<file path="src/rtl/assoc_tag_cache_pkg.sv">
package assoc_tag_cache_pkg;
   typedef enum logic [1:0] {
      REPL_LRU  = 2'd0,
      REPL_MRU  = 2'd1,
      REPL_RAND = 2'd2,
      REPL_ALT  = 2'd3
   } repl_code_e;

   localparam int unsigned WAYS = 2;
endpackage

</file>
<file path="src/rtl/atc_lfsr.sv">
module atc_lfsr #(
   parameter int unsigned          W     = 16,
   parameter logic [W-1:0]         SEED  = 16'hACE1,
   parameter logic [W-1:0]         TAPS  = 16'hB400
) (
   input  logic clk,
   input  logic rst_n,
   output logic rnd_bit
);
   generate
      if (SEED == '0) begin : g_bad_seed
         $error("atc_lfsr: SEED must be nonzero");
      end
   endgenerate

   logic [W-1:0] state_q;

   always_ff @(posedge clk or negedge rst_n) begin
      if (!rst_n) state_q <= SEED;
      else        state_q <= {1'b0, state_q[W-1:1]} ^ (state_q[0] ? TAPS : '0);
   end

   assign rnd_bit = state_q[0];
endmodule

</file>
<file path="src/rtl/atc_set_array.sv">
module atc_set_array #(
   parameter int unsigned NUM_SETS = 2,
   parameter int unsigned TAG_W    = 7,
   localparam int unsigned IDX_W   = (NUM_SETS > 1) ? $clog2(NUM_SETS) : 1
) (
   input  logic             clk,
   input  logic             rst_n,
   input  logic [IDX_W-1:0] rd_idx,
   output logic [1:0]       rd_valid,
   output logic [TAG_W-1:0] rd_tag0,
   output logic [TAG_W-1:0] rd_tag1,
   output logic             rd_recent,
   input  logic             upd_en,
   input  logic [IDX_W-1:0] upd_idx,
   input  logic             upd_way,
   input  logic             upd_fill,
   input  logic [TAG_W-1:0] upd_tag
);
   logic [NUM_SETS-1:0][1:0]       valid_q;
   logic [NUM_SETS-1:0][TAG_W-1:0] tag0_q;
   logic [NUM_SETS-1:0][TAG_W-1:0] tag1_q;
   logic [NUM_SETS-1:0]            recent_q;

   for (genvar s = 0; s < NUM_SETS; s++) begin : g_set
      logic sel;
      assign sel = upd_en && (upd_idx == IDX_W'(s));

      always_ff @(posedge clk or negedge rst_n) begin
         if (!rst_n) begin
            valid_q[s]  <= '0;
            recent_q[s] <= 1'b0;
         end else if (sel) begin
            recent_q[s] <= upd_way;
            if (upd_fill) valid_q[s][upd_way] <= 1'b1;
         end
      end

      always_ff @(posedge clk) begin
         if (sel && upd_fill) begin
            if (upd_way) tag1_q[s] <= upd_tag;
            else         tag0_q[s] <= upd_tag;
         end
      end
   end

   assign rd_valid  = valid_q[rd_idx];
   assign rd_tag0   = tag0_q[rd_idx];
   assign rd_tag1   = tag1_q[rd_idx];
   assign rd_recent = recent_q[rd_idx];
endmodule

</file>
<file path="src/rtl/atc_victim_pick.sv">
module atc_victim_pick
   import assoc_tag_cache_pkg::*;
(
   input  logic [1:0] way_valid,
   input  logic       recent_way,
   input  logic [1:0] pol_code,
   input  logic       rnd_bit,
   output logic       fill_way,
   output logic       must_evict
);
   repl_code_e code;
   assign code = repl_code_e'(pol_code);

   always_comb begin
      must_evict = 1'b0;
      fill_way   = 1'b0;
      if (!way_valid[0]) begin
         fill_way = 1'b0;
      end else if (!way_valid[1]) begin
         fill_way = 1'b1;
      end else begin
         must_evict = 1'b1;
         unique case (code)
            REPL_MRU:  fill_way = recent_way;
            REPL_RAND: fill_way = rnd_bit;
            default:   fill_way = ~recent_way;
         endcase
      end
   end
endmodule

</file>
<file path="src/rtl/assoc_tag_cache.sv">
module assoc_tag_cache
   import assoc_tag_cache_pkg::*;
#(
   parameter int unsigned   ADDR_W    = 8,
   parameter int unsigned   NUM_SETS  = 2,
   parameter int unsigned   HIT_CNT_W = 16,
   parameter int unsigned   RND_W     = 16,
   parameter logic [15:0]   RND_SEED  = 16'hACE1
) (
   input  logic              clk,
   input  logic              rst_n,
   input  logic [1:0]        pol_sel,
   input  logic              req_valid,
   output logic              req_ready,
   input  logic [ADDR_W-1:0] req_addr,
   output logic              resp_valid,
   output logic              resp_hit,
   output logic              resp_evict_valid,
   output logic [ADDR_W-1:0] resp_evict_addr,
   output logic [HIT_CNT_W-1:0] hit_count
);
   localparam int unsigned IDX_W = (NUM_SETS > 1) ? $clog2(NUM_SETS) : 1;
   localparam int unsigned TAG_W = ADDR_W - IDX_W;

   generate
      if (NUM_SETS < 2 || (1 << IDX_W) != NUM_SETS) begin : g_bad_sets
         $error("assoc_tag_cache: NUM_SETS must be a power of two, at least 2");
      end
      if (ADDR_W <= IDX_W) begin : g_bad_addr
         $error("assoc_tag_cache: ADDR_W must exceed the index width");
      end
      if (HIT_CNT_W < 1 || RND_W != 16) begin : g_bad_misc
         $error("assoc_tag_cache: HIT_CNT_W >= 1 and RND_W == 16 required");
      end
   endgenerate

   logic [IDX_W-1:0] idx;
   logic [TAG_W-1:0] tag;
   assign idx = req_addr[IDX_W-1:0];
   assign tag = req_addr[ADDR_W-1:IDX_W];

   logic             accept;
   logic [1:0]       way_valid;
   logic [TAG_W-1:0] tag0, tag1;
   logic             recent_way;
   logic             rnd_bit;
   logic             hit0, hit1, hit;
   logic             fill_way, must_evict, touch_way;

   assign accept = req_valid && req_ready;

   atc_lfsr #(.W(RND_W), .SEED(RND_SEED), .TAPS(16'hB400)) u_rnd (
      .clk(clk), .rst_n(rst_n), .rnd_bit(rnd_bit)
   );

   atc_set_array #(.NUM_SETS(NUM_SETS), .TAG_W(TAG_W)) u_sets (
      .clk(clk), .rst_n(rst_n),
      .rd_idx(idx), .rd_valid(way_valid), .rd_tag0(tag0), .rd_tag1(tag1),
      .rd_recent(recent_way),
      .upd_en(accept), .upd_idx(idx), .upd_way(touch_way),
      .upd_fill(!hit), .upd_tag(tag)
   );

   atc_victim_pick u_pick (
      .way_valid(way_valid), .recent_way(recent_way), .pol_code(pol_sel),
      .rnd_bit(rnd_bit), .fill_way(fill_way), .must_evict(must_evict)
   );

   assign hit0      = way_valid[0] && (tag0 == tag);
   assign hit1      = way_valid[1] && (tag1 == tag);
   assign hit       = hit0 || hit1;
   assign touch_way = hit ? hit1 : fill_way;

   logic [TAG_W-1:0] victim_tag;
   assign victim_tag = fill_way ? tag1 : tag0;

   always_ff @(posedge clk or negedge rst_n) begin
      if (!rst_n) begin
         req_ready        <= 1'b0;
         resp_valid       <= 1'b0;
         resp_hit         <= 1'b0;
         resp_evict_valid <= 1'b0;
         resp_evict_addr  <= '0;
         hit_count        <= '0;
      end else begin
         req_ready  <= 1'b1;
         resp_valid <= accept;
         if (accept) begin
            resp_hit         <= hit;
            resp_evict_valid <= !hit && must_evict;
            resp_evict_addr  <= (!hit && must_evict) ? {victim_tag, idx} : '0;
            if (hit && !(&hit_count)) hit_count <= hit_count + 1'b1;
         end
      end
   end
endmodule

</file>
<file path="config.mk">
export PLATFORM = sky130hd
export DESIGN_NAME = assoc_tag_cache
export DESIGN_NICKNAME = d
export VERILOG_FILES = /design/src/rtl/assoc_tag_cache_pkg.sv /design/src/rtl/atc_lfsr.sv /design/src/rtl/atc_set_array.sv /design/src/rtl/atc_victim_pick.sv /design/src/rtl/assoc_tag_cache.sv
export SDC_FILE = /design/constraint.sdc
export NUM_CORES = 1
export LEC_CHECK = 0
export BUFFER_PORTS_ARGS = -buffer_cell sky130_fd_sc_hd__clkbuf_2
export CAP_MARGIN = 25
export CORE_MARGIN = 3
export CORE_UTILIZATION = 30
export DETAILED_ROUTE_END_ITERATION = 10
export GPL_ROUTABILITY_DRIVEN = 0
export PLACE_DENSITY = 0.44
export SLEW_MARGIN = 20
export SYNTH_ARGS = -nofsm -noshare
export SYNTH_HDL_FRONTEND = slang
export SYNTH_SLANG_ARGS = --single-unit
</file>
<file path="constraint.sdc">
create_clock -name clk -period 5.6 [get_ports clk]
set_input_delay 1.12 -clock clk [delete_from_list [all_inputs] [get_ports clk]]
set_output_delay 1.12 -clock clk [all_outputs]
set_load 0.01 [all_outputs]
</file>
---- After elaboration in Yosys (flattened, before gate mapping) ----
Cells that the tools add are included.
word-level totals
  register bits ........................... 78
  input bits .............................. 13
  output and inout port bits .............. 28
  logic and storage cells ................. 70
cells by class
  $add $sub $neg .......................... 1
  $lt $le $gt $ge ......................... 3
  equality and inequality tests ........... 4
  multiplexer cells ....................... 19
  bitwise logic cells ..................... 7
  reductions and logical operators ........ 21
operator list
  kind                     count
  $mux W7                  5
  $add A16 B1 Y16 const B  1
  $mux W16                 1
  $reduce_and A16 Y1       1
  $xor A15 B16 Y16         1
  $eq A7 B7 Y1             2
  $reduce_and A2 Y1        7
  $logic_and A1 B1 Y1      10
  $mux W1                  8
  $mux W8                  1
  $lt A1 B2 Y1 const B     2
  $mux W2                  2
  $not A1 Y1               4
  $or A2 B2 Y2             2
  $eq A2 B1 Y1 const B     1
  $eq A2 B2 Y1 const B     1
  $logic_not A1 Y1         2
  $pmux W1 S2              1
  $demux W1 S1             1
  $ge A1 B1 Y1 const B     1
  $logic_or A1 B1 Y1       1

---- Depth between registers and ports, before layout ----
Gate-level depths: netlist of the first run.
  word-level depth ........................ 12
  gate-level depth with buffers ........... 9

---- Hierarchy ----
Synthesis of the first run repeated with hierarchy kept, for this count alone.
unflattened totals
  cell total of the unflattened synthesis .. 240
  area, all modules ....................... 3335.7 um2
by module, submodules not included
  module           instances  cells an instance  area each (um2)
  assoc_tag_cache  1          145                1457.6
  atc_set_array    1          67                 1375.1
  atc_lfsr         1          19                 436.7
  atc_victim_pick  1          9                  66.3

---- Least setup slack after synthesis of the first run ----
Ideal clock, no wire load.
  path type ............................... input to register
  start ................................... input port pol_sel[0]
  end ..................................... register u_sets.tag1_q[10] in the netlist's numbering (enable)
  library setup time ...................... 0.382 ns
  data arrival time ....................... 3.041 ns
  required time ........................... 5.218 ns
  path slack .............................. 2.177 ns
  stages .................................. 8
  path buffers ............................ 0
  path through ............................ inv_1 ha_1 nand2b_1 o22ai_1 or2_2 a21boi_2 a21boi_2 nor3_1
on the way
  word-level cells in the longest chain between the ends .. 6
ends and longest elaborated chain
  item                                          RTL line               text
  start, declared                               assoc_tag_cache.sv:12  input logic [1:0] pol_sel,
  $eq A2 B2 Y1 or $eq A2 B1 Y1 (tied branches)  atc_victim_pick.sv:23  unique case (code)
  $pmux W1 S2 *                                 atc_victim_pick.sv:23
  $mux W1 *                                     atc_victim_pick.sv:19  end else if (!way_valid[1]) begin
  $mux W1 *                                     atc_victim_pick.sv:17  if (!way_valid[0]) begin
  $mux W1 *                                     assoc_tag_cache.sv:72  assign touch_way = hit ? hit1 : fill_way;
  $reduce_and A2 Y1 (no source line) *          -
  end signal, assigned by index                 atc_set_array.sv:40    if (upd_way) tag1_q[s] <= upd_tag;
  end, declared                                 atc_set_array.sv:21    logic [NUM_SETS-1:0][TAG_W-1:0] tag1_q;
Every way passes the cells marked *; elsewhere a longest branch is shown, timed or not.
A chain may end at the register's enable or synchronous reset.

---- Worst setup path after layout of the first run ----
  start ................................... input port req_addr[0]
  end ..................................... register u_sets.tag1_q[11] in the netlist's numbering (enable)
on the way
  word-level cells in the longest chain between the ends .. 8
ends and longest elaborated chain
  item                                                                      RTL line                                      text
  start, declared                                                           assoc_tag_cache.sv:15                         input logic [ADDR_W-1:0] req_addr,
  $mux W1 (implied by the code), or another cell as far along (2 in a row)  atc_set_array.sv:49                           assign rd_recent = recent_q[rd_idx];
  $not A1 Y1, or another cell as far along                                  atc_victim_pick.sv:26                         default: fill_way = ~recent_way;
  $pmux W1 S2, or another cell as far along                                 atc_victim_pick.sv:23
  $mux W1 or $logic_or A1 B1 Y1 (tied branches)                             atc_victim_pick.sv:19, assoc_tag_cache.sv:71
  $mux W1 or $logic_not A1 Y1 (tied branches)                               atc_victim_pick.sv:17, assoc_tag_cache.sv:61
  $mux W1 or $logic_and A1 B1 Y1 (tied branches)                            assoc_tag_cache.sv:72, atc_set_array.sv:39
  $reduce_and A2 Y1 (no source line) *                                      -
Every way passes the cells marked *; elsewhere a longest branch is shown, timed or not. The select of a mux whose other input is x is not followed.

==> metrics.md, run 1 <==
| Metric | Value |
|---|---|
| Status | finished, final reports clean |
| Setup violations, final | 0 |
| First-pass GRT wire length | roughly 11000 um |
| Full die area | ~12000 um2 |
| Worst Skew | ~0.0086 ns |
| Worst r2r path cells | 7 |
| Largest net degree at the start of global routing | between 50 and 60 |
| DR DRC count | 0 |
| Most instantiated cells after synthesis | 42 x dfrtp_1, 28 x edfxtp_1, 24 x xnor2_1 |
| Pleak | 1.67 nW |
| Buf+Inv Stages, Crit Path | 2 |
| CP Class | in -> reg |
| Initial DRC Count | between 70 and 80 |
| Slowest cell on the critical path | clkbuf_2 |
| CTS tree | done |
| # rows | 37 |
| Overall die height | approximately 110 um |
| EDFF count, synth | 28 |
| Antenna Nets Post-Route | 0 |
| CTS buffer count | 9 |
| Initial Util | 31.1% |
| Post-route setup TNS | 0 ns |
| Worst hold path type | reg -> reg |
| Pre-antenna DRT Iters | 4 |
| Fraction of power spent switching nets | a little over a quarter |
| FFs w/ async S/R, synth | between 60% and 70% |
| Syn nets | about 250 |
| Share of cells above drive strength 1 | 29.0% |
| GRT Total Usage | between 10% and 20% |
| WHS | approximately 0.36 ns |
| CTS Root Cell | clkbuf_8 |
| Vias in the first global route | roughly 2000 |
| Hold depth | 0 |
| Top area cells in the synthesized netlist | dfrtp_1 32%, edfxtp_1 26%, dfstp_2 6.5% |
| Antenna violations before repair | 0 |
| Fin nets | roughly 300 |
| Arr. time, crit path | about 3.8 ns |
| RSZ-0062 raised after global routing | false |
| Synth cell types | 40 |
| Area Growth Syn to Fin | 18.0% |
| Tightest Pin Transition | between 0.8 and 0.9 ns |
| Slew HR | 42.8% |
| H-Tree Level Count | 3 |
| Primary FF master, synth | dfrtp_1 |
| Delay of the slowest critical-path stage | between 0.5 and 0.6 ns |
| VDD IR max | between 0.15 and 0.2 mV |
| Yosys reg bits | 78 |
| Final period util | about two thirds |
| CTS resizes | 0 |
| Power density cells | 327 nW/um2 |
| Clock sink count | 78 |
| Cell family with most CP delay | simple AND/OR/NAND/NOR gates |
| Sequential area share after synthesis | approximately 65% |
| Syn Inst Count | 230 |
| Cell with the most instances after synthesis | dfrtp_1 |
| Psw | 0.328 mW |
| Mapped Area | around 3300 um2 |
| Clock Latency Late Sink | approximately 0.35 ns |
| Clock Path Buffers | 2 |
| Overflow after GRT | 0 |
| HPWL after DPL | approximately 4600 um |
| Min-Delay Startpoint | u_rnd.state_q[3] |
| Total Wirelength | between 6000 and 7000 um |
| Clock power frac | between 30 and 40% |
| Crit-path cells | clkbuf_2, and2b_2, a32oi_1, or2_2, a21boi_2, a21boi_2, nor3_1, buf_2 |
| Leading area contributor after synthesis | dfrtp_1 |
| Fmax | roughly 270 MHz |
| Most frequent cell on the critical path | a21boi_2 |
| Syn Area/Cell | around 14 um2 |
| Sequential Power Share | around 50% |
| Clock transition at the registers of the reported paths | roughly 0.090 ns |
| Required time of the critical path | approximately 5.7 ns |
| ANT cells | 0 |
| Crit Reg-Reg Endpoint | u_sets.tag1_q[11] |
| Die W | between 100 and 150 um |
| Wire length per cell | approximately 16 um |
| Reg2reg start | u_rnd.state_q[0] |
| WHS Endpoint | u_rnd.state_q[2] |
| # Post-CTS Setup Buffers | 0 |
| Final hold viol count | 0 |
| Routed vias/inst | roughly 4.6 |
| FILL cells | 1063 |
| Element type at the critical path end | flop |
| Core area | 10500 um2 |
| Gate power share | a little under an eighth |
| Ys Warns | 0 |
| Setup crit start kind | input pin |
| R2R Setup Slk | around 2.8 ns |
| Yosys top cell area share | between 30 and 40% |
| Via Count | roughly 1900 |
| Number of max-cap violations | 0 |
| Max Slew Vio Count | 0 |
| Int Pwr | around 0.93 mW |
| # hold bufs at CTS | 0 |
| I/O pin count | 41 |
| Crit path max fanout | 29 |
| Final min period | 3.73 ns |
| IO buf count | 40 |
placed cells by master, fill, tap and decap left out, types with 7 or more instances in the layout:
| cell | n |
|---|---|
| dfrtp_1 | 42 |
| clkbuf_2 | 40 |
| edfxtp_1 | 28 |
| xnor2_1 | 24 |
| mux2i_1 | 17 |
| nand2_1 | 16 |
| xor2_1 | 10 |
| clkbuf_8 | 9 |
| nor2_1 | 8 |
| dfstp_2 | 8 |
| nand4_1 | 7 |
logic make-up after synthesis:
logic type | count (synthesis) | synth area share, %
flip-flops | 78 | 64.5
multiplexers | 21 | 7.38
adder cells (fa/ha/maj) | 3 | 1.15
other | 1 | 0.115
XOR/XNOR | 34 | 9.14
buffers and inverters | 9 | 1.73
AND/OR/NAND/NOR | 61 | 10.2
AO/OA/AOI/OAI | 23 | 5.76
power groups by stage:
stage	combinational, mW	clock [mW]	sequential [mW]
after floorplan	0.0867	0	0.660
after global placement	0.152	0	0.657
after detailed placement	0.152	0	0.657
after CTS	0.153	0.481	0.645
after global routing	0.168	0.505	0.649
final	0.149	0.465	0.645
through the flow:
step	total power [mW]	area [um2]	std cells	util (%)	setup slack (ns)
2_1_floorplan	0.747	3260	230	-	2.18
5_1_grt	1.32	3840	422	36.7	1.54
3_3_place_gp	0.810	3620	405	34.6	1.34
4_1_cts	1.28	3840	422	36.7	1.87
6_report	1.26	3840	422	36.7	1.87
3_5_place_dp	0.810	3620	406	34.6	1.51
worst max path at each step:
stage                            from                 to  cells past startpoint
after global routing      req_addr[0]  u_sets.tag1_q[11]                      8
after detailed placement  req_addr[0]  u_sets.tag1_q[10]                      8
after floorplan            pol_sel[0]  u_sets.tag1_q[10]                      8
final                     req_addr[0]  u_sets.tag1_q[11]                      8
after CTS                 req_addr[0]  u_sets.tag1_q[11]                      8
after global placement    req_addr[0]  u_sets.tag1_q[10]                      7
flip-flops by register name, summed over array words and instances, names as in the netlist:
| register | cells |
|---|---|
| hit_count | 16 |
| req_ready | 1 |
| resp_evict_addr | 8 |
| resp_evict_valid | 1 |
| resp_hit | 1 |
| resp_valid | 1 |
| u_rnd.state_q | 16 |
| u_sets.recent_q | 2 |
| u_sets.tag0_q | 14 |
| u_sets.tag1_q | 14 |
| u_sets.valid_q | 4 |
worst register-to-register path: stages, from the launching register on:
cell      delay [ns]
dfstp_2         0.60
nand2_1         0.08
o22ai_1         0.15
or2_2           0.15
a21boi_2        0.51
a21boi_2        0.16
nor3_1          0.57
buf_2           0.28
area by class of cell:
class	count	area (um2)	share of cell area [%]
Inverter	4	15.0	0.391
Clock buffer	10	149	3.87
Tap cell	136	170	4.43
Sequential cell	78	2100	54.7
Timing Repair Buffer	45	235	6.12
Clock inverter	6	73.8	1.92
Multi-Input combinational cell	143	1100	28.6
layer usage:
metal | up-vias | GRT usage [%] | share of wire (%)
met5 | - | 0 | 0
li1 | 934 | - | -
met4 | 0 | 3.69 | 1.2
met2 | 33 | 17.9 | 45
met3 | 7 | 3.73 | 4.0
met1 | 961 | 16.7 | 50
Power figures use the tool's default switching activity.
==> inputs of run 2 (changes only) <==
--- a/config.mk
+++ b/config.mk
@@ -11,7 +11,7 @@
 export CORE_UTILIZATION = 30
 export DETAILED_ROUTE_END_ITERATION = 10
 export GPL_ROUTABILITY_DRIVEN = 0
-export PLACE_DENSITY = 0.44
+export PLACE_DENSITY = 0.45
 export SLEW_MARGIN = 20
 export SYNTH_ARGS = -nofsm -noshare
 export SYNTH_HDL_FRONTEND = slang
==> constraint.sdc (replaced) <==
create_clock -name clk -period 3.4 [get_ports clk]
set_input_delay 0.68 -clock clk [delete_from_list [all_inputs] [get_ports clk]]
set_output_delay 0.68 -clock clk [all_outputs]
set_load 0.01 [all_outputs]
==> metrics.md, run 2 (synthesized netlist as in run 1, its figures left out) <==
| Metric | Value |
|---|---|
| CTS buffer count | 9 |
| DR DRC count | 0 |
| Overall die height | 110 um |
| Setup crit start kind | input pin |
| Reg2reg start | u_rnd.state_q[0] |
| RSZ-0062 raised after global routing | false |
| Clock sink count | ~80 |
| Hold depth | 0 |
| Levels on crit path | 8 |
| Share of cells above drive strength 1 | between 30% and 40% |
| Pleak | between 1.5 and 2 nW |
| Core area | between 10000 and 15000 um2 |
| CP Class | in -> reg |
| Most frequent cells in the layout | 42 x dfrtp_1, 40 x clkbuf_2, 28 x edfxtp_1 |
| Clock transition at the registers of the reported paths | around 0.08 ns |
| ANT cells | 0 |
| Largest net degree at the start of global routing | just over 50 |
| Biggest regs | hit_count: 16 flops, u_rnd.state_q: 16 flops |
| Final hold viol count | 0 |
| VDD IR max | 0.200 mV |
| Crit path max fanout | 21 |
| Post-route setup TNS | 0 ns |
| Post-Place Setup Slack | 0.219 ns |
| Clock Path Buffers | 2 |
| CTS Root Cell | clkbuf_8 |
| CTS tree | done |
| Arr. time, crit path | 2.81 ns |
| Via Count | slightly below 2000 |
| Vias in the first global route | between 2000 and 2500 |
| Full die area | around 12000 um2 |
| Initial Util | a little under a third |
| H-Tree Level Count | 3 |
| Antenna Nets Post-Route | 0 |
| Commonest non-fill, non-tap cell in the layout | dfrtp_1 |
| Total Wirelength | 6620 um |
| Final min period | 2.76 ns |
| Delay of the slowest critical-path stage | around 0.46 ns |
| # rows | 37 |
| Min-Delay Startpoint | u_rnd.state_q[4] |
| Buf+Inv Stages, Crit Path | 2 |
| First-pass GRT wire length | ~11000 um |
| Area Growth Syn to Fin | 19.3% |
| Power density cells | approximately 540 nW/um2 |
| Slew HR | 57.1% |
| Setup violations, final | 0 |
| IO buf count | 40 |
| Routed vias/inst | between 4 and 5 |
| Crit-path cells | clkbuf_2, mux2i_1, xnor2_1, nor4_2, nand4_1, a21boi_2, nor3_1, buf_4 |
| GRT Total Usage | about an eighth |
| Fin nets | roughly 300 |
| Tightest Pin Transition | 0.643 ns |
| Cell family with most CP delay | simple AND/OR/NAND/NOR gates |
| Element type at the critical path end | flop |
| I/O pin count | between 40 and 50 |
| Worst Skew | approximately 0.01 ns |
| Worst r2r path cells | 7 |
| CTS resizes | 0 |
| Final worst slack | between 0.6 and 0.7 ns |
| Max Slew Vio Count | 0 |
| Antenna violations before repair | 0 |
| Pre-antenna DRT Iters | 4 |
| Fmax | around 360 MHz |
| Slowest cell on the critical path | clkbuf_2 |
| Die W | between 100 and 150 um |
| Crit. Startpoint | req_addr[0] |
| Required time of the critical path | 3.45 ns |
| Worst hold path type | reg -> reg |
| # hold bufs at CTS | 0 |
| Status | finished, final reports clean |
| Number of max-cap violations | 0 |
| Wire length per cell | approximately 16 um |
| Initial DRC Count | 81 |
| Final period util | 81.2% |
| # Post-CTS Setup Buffers | 0 |
| HPWL after DPL | between 4000 and 5000 um |
| Overflow after GRT | 0 |
| Clock Latency Late Sink | roughly 0.35 ns |
-- run 2: cell count changes in the layout (fill, tap and decap cells not counted), sizes merged --
cell / before / now
clkbuf: 50 / 51
inv: 8 / 7
buf: 5 / 9
-- run 2: per-stage QoR --
| stage | instance area [um2] | utilization [%] | total power [mW] | cells | hold slack [ns] |
|---|---|---|---|---|---|
| floorplan | 3260 | - | 1.23 | 230 | 0.331 |
| global placement | 3650 | 34.9 | 1.34 | 410 | 0.337 |
| detailed placement | 3650 | 34.9 | 1.34 | 410 | 0.335 |
| CTS | 3890 | 37.1 | 2.14 | 426 | 0.354 |
| global route | 3890 | 37.1 | 2.22 | 426 | 0.358 |
| finish | 3890 | 37.1 | 2.10 | 426 | 0.352 |
-- run 2: layout make-up --
cell class / count / area [um2]
clock buffers: 11 / 174
flip-flops and latches: 78 / 2100
fillers: 1070 / 6580
multi-input cells: 143 / 1100
clock inverters: 5 / 58.8
repair buffers: 49 / 268
well taps: 136 / 170
inverters: 4 / 15.0
-- run 2: worst paths after layout --
kind	to	slack, ns
setup / recovery	u_sets.tag1_q[5]	0.64
min in group asynchronous	hit_count[0]	0.42
setup reg to reg	u_sets.tag1_q[5]	1.08
hold reg to reg	u_rnd.state_q[3]	0.35
max in group asynchronous	resp_evict_addr[3]	2.53
hold / removal	u_rnd.state_q[3]	0.35
-- run 2: power breakdown --
part	total (mW)	internal [mW]	switching, mW
Clock	0.784	0.433	0.351
Combinational	0.256	0.114	0.142
Sequential	1.06	1.03	0.0337
-- run 2: routing by layer --
metal,GRT usage (%),vias up,share of wire (%)
li1,-,942,-
met4,3.69,0,0.98
met1,17.8,963,51
met3,3.79,4,3.8
met2,18.1,29,44
met5,0,-,0
